File: src/rtl/pcu_pkg.sv
package pcu_pkg;

  // Program store depth is 2**PCU_ADDR_W lines
  localparam int PCU_ADDR_W = 7;
  // Width of the address and operand buses
  localparam int PCU_BUS_W  = 8;
  // Registers between fetch and execute
  localparam int PCU_LAG    = 2;

  typedef enum logic {
    TGT_ABS = 1'b0,
    TGT_REL = 1'b1
  } tgt_mode_e;

endpackage

File: src/rtl/pcu_target_gen.sv
module pcu_target_gen
  import pcu_pkg::*;
#(
  parameter int ADDR_W = PCU_ADDR_W,
  parameter int BUS_W  = PCU_BUS_W
) (
  input  tgt_mode_e         mode,
  input  logic [ADDR_W-1:0] base,
  input  logic [BUS_W-1:0]  operand,
  output logic [ADDR_W-1:0] target
);

  localparam int PAD_W = BUS_W - ADDR_W;

  logic [ADDR_W-1:0] abs_tgt;
  logic [ADDR_W-1:0] rel_tgt;

  // Truncating to ADDR_W bits yields the modulo result, so the sign of the
  // offset needs no explicit extension.
  always_comb begin
    abs_tgt = operand[ADDR_W-1:0];
    rel_tgt = ADDR_W'({{PAD_W{1'b0}}, base} + operand);
    case (mode)
      TGT_REL: target = rel_tgt;
      default: target = abs_tgt;
    endcase
  end

endmodule

File: src/rtl/pcu_fetch_reg.sv
module pcu_fetch_reg #(
  parameter int ADDR_W = 7
) (
  input  logic              clk,
  input  logic              rst_n,
  input  logic              adv,
  input  logic              redirect,
  input  logic [ADDR_W-1:0] tgt,
  output logic [ADDR_W-1:0] pc,
  output logic              vld
);

  logic [ADDR_W-1:0] pc_q;
  logic [ADDR_W-1:0] pc_d;
  logic              v_q;
  logic              v_d;

  // Next state: the first advance after reset validates line 0 without
  // stepping; later advances step or load the redirect target.
  always_comb begin
    pc_d = pc_q;
    v_d  = v_q;
    if (adv) begin
      v_d = 1'b1;
      if (redirect) begin
        pc_d = tgt;
      end else if (v_q) begin
        pc_d = pc_q + 1'b1;
      end
    end
  end

  always_ff @(posedge clk or negedge rst_n) begin
    if (!rst_n) begin
      pc_q <= '0;
      v_q  <= 1'b0;
    end else begin
      pc_q <= pc_d;
      v_q  <= v_d;
    end
  end

  assign pc  = pc_q;
  assign vld = v_q;

endmodule

File: src/rtl/pcu_lag_line.sv
module pcu_lag_line #(
  parameter int ADDR_W = 7,
  parameter int DEPTH  = 2
) (
  input  logic              clk,
  input  logic              rst_n,
  input  logic              adv,
  input  logic              kill,
  input  logic [ADDR_W-1:0] in_pc,
  input  logic              in_vld,
  output logic [ADDR_W-1:0] out_pc,
  output logic              out_vld
);

  logic [ADDR_W-1:0] pc_q  [DEPTH];
  logic              v_q   [DEPTH];
  logic [ADDR_W-1:0] src_pc[DEPTH];
  logic              src_v [DEPTH];

  for (genvar i = 0; i < DEPTH; i++) begin : g_stage
    if (i == 0) begin : g_head
      assign src_pc[i] = in_pc;
      assign src_v[i]  = in_vld;
    end else begin : g_tail
      assign src_pc[i] = pc_q[i-1];
      assign src_v[i]  = v_q[i-1];
    end

    logic [ADDR_W-1:0] pc_d;
    logic              v_d;

    // A kill empties every stage at once: each one holds a younger,
    // wrong-path instruction.
    always_comb begin
      pc_d = pc_q[i];
      v_d  = v_q[i];
      if (adv) begin
        pc_d = src_pc[i];
        v_d  = src_v[i] & ~kill;
      end
    end

    always_ff @(posedge clk or negedge rst_n) begin
      if (!rst_n) begin
        pc_q[i] <= '0;
        v_q[i]  <= 1'b0;
      end else begin
        pc_q[i] <= pc_d;
        v_q[i]  <= v_d;
      end
    end
  end

  assign out_pc  = pc_q[DEPTH-1];
  assign out_vld = v_q[DEPTH-1];

endmodule

File: src/rtl/pcu_fetch_unit.sv
module pcu_fetch_unit
  import pcu_pkg::*;
#(
  parameter int ADDR_W = PCU_ADDR_W,
  parameter int BUS_W  = PCU_BUS_W,
  parameter int LAG    = PCU_LAG
) (
  input  logic             clk,
  input  logic             rst_n,
  input  logic             hold,
  input  logic             br_take,
  input  logic             br_rel,
  input  logic [BUS_W-1:0] br_arg,
  output logic [BUS_W-1:0] fetch_addr,
  output logic             fetch_valid,
  output logic             flush,
  output logic [BUS_W-1:0] exec_pc,
  output logic             exec_valid
);

  localparam int PAD_W = BUS_W - ADDR_W;

  logic              advance;
  logic              redirect;
  logic [ADDR_W-1:0] f_pc;
  logic              f_vld;
  logic [ADDR_W-1:0] e_pc;
  logic              e_vld;
  logic [ADDR_W-1:0] tgt;
  tgt_mode_e         mode;

  assign advance  = ~hold;
  // Only a live instruction in execute may steer fetch, and only on an
  // edge at which the pipeline moves.
  assign redirect = br_take & e_vld & advance;
  assign mode     = br_rel ? TGT_REL : TGT_ABS;

  pcu_target_gen #(
    .ADDR_W (ADDR_W),
    .BUS_W  (BUS_W)
  ) u_tgt (
    .mode    (mode),
    .base    (e_pc),
    .operand (br_arg),
    .target  (tgt)
  );

  pcu_fetch_reg #(
    .ADDR_W (ADDR_W)
  ) u_fetch (
    .clk      (clk),
    .rst_n    (rst_n),
    .adv      (advance),
    .redirect (redirect),
    .tgt      (tgt),
    .pc       (f_pc),
    .vld      (f_vld)
  );

  pcu_lag_line #(
    .ADDR_W (ADDR_W),
    .DEPTH  (LAG)
  ) u_lag (
    .clk     (clk),
    .rst_n   (rst_n),
    .adv     (advance),
    .kill    (redirect),
    .in_pc   (f_pc),
    .in_vld  (f_vld),
    .out_pc  (e_pc),
    .out_vld (e_vld)
  );

  assign fetch_addr  = {{PAD_W{1'b0}}, f_pc};
  assign fetch_valid = f_vld;
  assign flush       = redirect;
  assign exec_pc     = {{PAD_W{1'b0}}, e_pc};
  assign exec_valid  = e_vld;

endmodule

File: config.mk
export PLATFORM = sky130hd
export DESIGN_NAME = pcu_fetch_unit
export DESIGN_NICKNAME = d
export VERILOG_FILES = /design/src/rtl/pcu_pkg.sv /design/src/rtl/pcu_target_gen.sv /design/src/rtl/pcu_fetch_reg.sv /design/src/rtl/pcu_lag_line.sv /design/src/rtl/pcu_fetch_unit.sv
export SDC_FILE = /design/constraint.sdc
export NUM_CORES = 1
export LEC_CHECK = 0
export ABC_AREA = 1
export BUFFER_PORTS_ARGS = -buffer_cell sky130_fd_sc_hd__buf_2
export CAP_MARGIN = 20
export CORE_UTILIZATION = 45
export DETAILED_ROUTE_END_ITERATION = 12
export PLACE_DENSITY_LB_ADDON = 0.08
export SLEW_MARGIN = 20
export SYNTH_ARGS = -nofsm -noshare
export SYNTH_HDL_FRONTEND = slang
export SYNTH_SLANG_ARGS = --single-unit
File: constraint.sdc
create_clock -name clk -period 2.1 [get_ports clk]
set_input_delay 0.42 -clock clk [delete_from_list [all_inputs] [get_ports clk]]
set_output_delay 0.42 -clock clk [all_outputs]
set_load 0.005 [all_outputs]
=== Word-level counts from Yosys, hierarchy flattened ===
Cells that the tools add are included.

* Register bits after elaboration: 24
* Input port bits: 13
* Output and inout port bits: 19
* Logic and storage cells: 20

* Add/subtract/negate cells: 2
* Muxes and demuxes: 4
* Bitwise operators: 6
* Reduce and logical (&&, ||, !) cells: 2

{| class="wikitable"
|+ Operator list
! kind !! number
|-
| 2-to-1 mux 7 bit || 3
|-
| adder 7 x 1 -> 7 bit (second input constant) || 1
|-
| adder 7 bit || 1
|-
| bitwise AND 1 bit || 4
|-
| inverter 1 bit || 2
|-
| AND reduction 2 bit || 1
|-
| nonzero test 2 bit || 1
|-
| 2-to-1 mux 1 bit || 1
|}

=== Longest topological paths before layout ===
* Depth in word-level cells: 4
* Mapped depth: 10
* Depth with buffers taken out: 10

=== Cells and area by module ===
Synthesis repeated with hierarchy kept, for this count alone.

* Cells, all modules: 218
* Area, all modules: 1589.0 µm²

{| class="wikitable"
|+ By module, submodules not included
! module !! times used !! cells an instance !! area an instance (µm²) !! sequential area each (µm²)
|-
| pcu_lag_line || 1 || 76 || 699.4 || 400.4
|-
| pcu_fetch_reg || 1 || 72 || 501.7 || 200.2
|-
| pcu_target_gen || 1 || 64 || 355.3 || 0.0
|-
| pcu_fetch_unit || 1 || 6 || 32.5 || 0.0
|}

=== Worst setup path before layout ===
No wires, ideal clock.

* Kind: input -> register
* From: input br_arg[0]
* To: register u_fetch.pc_q[6], in the netlist u_fetch.pc[6]
* Setup time: 0.121 ns
* Arrival: 1.485 ns
* Required time: 1.979 ns
* Slack: 0.494 ns
* Cell stages on the path: 10
* Buffers on the path: 0
* Cells stage by stage: ha_1 fa_1 nand2_1 nand2_1 nand3_1 nand2_1 nand2_1 nand3_1 nand2_1 a21oi_1

* Cells in the longest elaborated chain, start to end: 3

{| class="wikitable"
|+ RTL lines
! element !! line !! source
|-
| start, declared || pcu_fetch_unit.sv:13 || <nowiki>input logic [BUS_W-1:0] br_arg,</nowiki>
|-
| adder 7 bit || pcu_target_gen.sv:22 || <nowiki>rel_tgt = ADDR_W'({{PAD_W{1'b0}}, base} + operand);</nowiki>
|-
| 2-to-1 mux 7 bit || pcu_target_gen.sv:23 || <nowiki>case (mode)</nowiki>
|-
| 2-to-1 mux 7 bit || pcu_fetch_reg.sv:25 || <nowiki>if (redirect) begin</nowiki>
|-
| end signal, assigned || pcu_fetch_reg.sv:38 || <nowiki>pc_q <= pc_d;</nowiki>
|-
| end, declared || pcu_fetch_reg.sv:13 || <nowiki>logic [ADDR_W-1:0] pc_q;</nowiki>
|}

No other way between the ends.
A chain may end at the register's enable or synchronous reset.

=== Worst setup path after layout ===
* From: register u_lag.pc_q (netlist bit u_lag.out_pc[0])
* To: register u_fetch.pc_q[6], in the netlist u_fetch.pc[6]

* Cells in the longest elaborated chain, start to end: 3

{| class="wikitable"
|+ RTL lines
! element !! line !! source
|-
| start, declared || pcu_lag_line.sv:15 || <nowiki>logic [ADDR_W-1:0] pc_q [DEPTH];</nowiki>
|-
| start signal, assigned by index || pcu_lag_line.sv:48 || <nowiki>pc_q[i] <= pc_d;</nowiki>
|-
| adder 7 bit || pcu_target_gen.sv:22 ||
|-
| 2-to-1 mux 7 bit || pcu_target_gen.sv:23 ||
|-
| 2-to-1 mux 7 bit || pcu_fetch_reg.sv:25 ||
|}

No other way between the ends.

==> impl_results.md <==
* CTS root buffer: clkbuf_4
* DR WL/cell at 11.9 um
* Number of antenna diodes at 0
* Number of global-route vias before repair at ~1200
* CTS tree: built
* PwrDens at 962 mW/mm2
* Vias per cell at 4.91
* CTS Buffer Depth at 2
* Buffers on Ports at 28
* GRT overflow at 0
* Asr flop ratio synth at 100%
* Final nets at between 200 and 250
* Antenna violations before repair at 0
* Crit share post-route at 81.4%
* #FFs+latches synth at 24
* # rows at 20
* Final WL at 3120 um
* Via Count at 1286
* Worst slew pin tran at 0.535 ns
* Clock Sinks at 24
* Min cycle time layout at around 1.7 ns
* Post-CTS setup buffers at 0
* Hpwl dp at ~2300 um
* Slew headroom at between 60 and 70%
* Crit Path Max Fanout at 3
* Area Growth Syn to Fin at 10.9%
* Remaining antenna violation count at 0
* Worst VDD drop at 0.437 mV
* Gpl congestion at 0.782
* Slew Viols, Final at 0
* Die Y at between 50 and 60 um
* Initial Util at 47.6%
* Worst path required time at 2.37 ns
* Final setup viols at 0
* Gr usage total at 20.4%
* Instance count of the mapped netlist at 197
* Synthesis warning total at 0
* Dpl cells at 258
* Number of flops mapped to enable cells by yosys at 0
* Die area at 0.00349 mm2
* First-pass GRT wire length at ~5200 um
* DR iter-0 viols at 66
* # IOs at 32
* CTS H-Tree Depth at 1
* Synth Flop Type: dfrtp_1
* Sequential fraction of the synthesis area at 41.0%
* Filler cells at around 330
* Setup crit start kind: register
* Layout Skew at approximately 0.011 ns
* Setup CP Type: register to register
* Post-Syn Area at 0.00146 mm2
* CTS Buf Count at 3
* Commonest cells after routing, fill and taps aside: nand2_1 (65), buf_2 (28), dfrtp_1 (24)
* # DRC at 0
* Peak Freq at 585 MHz
* Hold crit path type: input pin to asynchronous set/reset pin
* Endpoints failing hold at 0
* Leakage at 0.899 nW
* CTS Hold Buffers Added at 0
* CP Capture Type: register
* Die extent in x at 59.0 um
* Layout Cells excl Fill at roughly 260
* Core Region at around 0.003 mm2
* Status: finished, final reports clean
* Clock slew at reported path FFs at 0.14 ns
* Most common library cell in the layout ignoring fill and taps: nand2_1
* Setup TNS at 0 ns
* Largest net degree at the start of global routing at 25
* RSZ-0062 raised after global routing: no
* Count of different cell masters after synthesis at 25
* Post-CTS sizing at 0
* Syn_area_per_cell at 7.43 um2
* Layout cells sized above 1 at 17.9%
* Arr. time, crit path at 1.98 ns
* Worst-Skew Late Latency at 0.34 ns
* Drt first pass iters at 5
* Maxcap violations at 0
-- kinds of logic after synthesis --
| group | after synthesis | synth area share (%) |
|---|---|---|
| mux | 1 | 0.684 |
| simple gates | 102 | 28.5 |
| compound gates | 25 | 9.57 |
| flops | 24 | 41.0 |
| buf+inv | 34 | 11.4 |
| fa+ha+maj | 8 | 7.35 |
| other cells | 1 | 0.256 |
| xor+xnor | 2 | 1.20 |
-- layout make-up --
cell class	instances	area, um2	area share [%]
clock buffers	4	36.3	2.24
multi-input cells	140	701	43.2
repair buffers	30	155	9.56
inverters	20	75.1	4.63
flip-flops and latches	24	601	37.0
well taps	44	55.1	3.39
-- Yosys cell counts, types with 2 or more instances --
master	instances	area (um2)
nand2_1	65	244
dfrtp_1	24	601
nor2_1	20	75.1
inv_1	17	63.8
nand3_1	13	65.1
o21ai_0	11	55.1
buf_4	10	75.1
a21oi_1	7	35.0
ha_1	7	87.6
clkbuf_1	3	11.3
inv_2	3	11.3
o211ai_1	3	22.5
xor2_1	2	17.5
-- final timing paths --
check                                     start              end  slack, ns  cells past startpoint
worst min-delay path                      rst_n      u_fetch.vld       0.03                      1
worst min register to register      u_fetch.vld      u_fetch.vld       0.48                      2
worst max register to register  u_lag.out_pc[0]    u_fetch.pc[6]       0.39                      9
worst max-delay path            u_lag.out_pc[0]    u_fetch.pc[6]       0.39                      9
max in group asynchronous                 rst_n  u_lag.out_pc[6]       1.69                      1
min in group clk                      br_arg[0]    u_fetch.pc[0]       0.42                      3
-- stage by stage --
| stage | utilization, % | hold slack (ns) | cell area [um2] | setup WS (ns) | power [mW] |
|---|---|---|---|---|---|
| 2_1_floorplan | - | 0.124 | 1470 | 0.494 | 1.15 |
| 3_3_place_gp | 51.5 | 0.432 | 1590 | 0.289 | 1.29 |
| 3_5_place_dp | 51.5 | 0.433 | 1590 | 0.265 | 1.32 |
| 4_1_cts | 52.7 | 0.0491 | 1620 | 0.387 | 1.58 |
| 5_1_grt | 52.7 | 0.0748 | 1620 | 0.262 | 1.71 |
| 6_report | 52.7 | 0.0332 | 1620 | 0.390 | 1.56 |
-- power by group --
part	switching [mW]	internal (mW)
Clock	0.150	0.107
Combinational	0.335	0.256
Sequential	0.121	0.594
-- sequential cells by signal (all words and copies together) (netlist names) --
register,count
u_lag.pc_q,7
u_fetch.pc,7
u_lag.out_vld,1
u_lag.out_pc,7
u_fetch.vld,1
u_lag.src_v,1
-- worst max-delay path, stage by stage (launching register included) --
cell and delay (ns):
dfrtp_1 0.42, ha_1 0.21, fa_1 0.38, nand2_1 0.09
nand2_1 0.09, nand3_1 0.11, nand3_1 0.08, nand3_1 0.09
nand2_1 0.05, a21oi_1 0.12
-- routing by layer --
layer | global-route usage (%) | routed length [um] | up-vias
li1 | - | - | 658
met1 | 28.1 | 1540 | 591
met2 | 32.1 | 1380 | 32
met3 | 1.97 | 127 | 5
met4 | 10.2 | 64 | 0
met5 | 0 | 0 | -
Note: power is estimated with default switching activity, not from simulation.
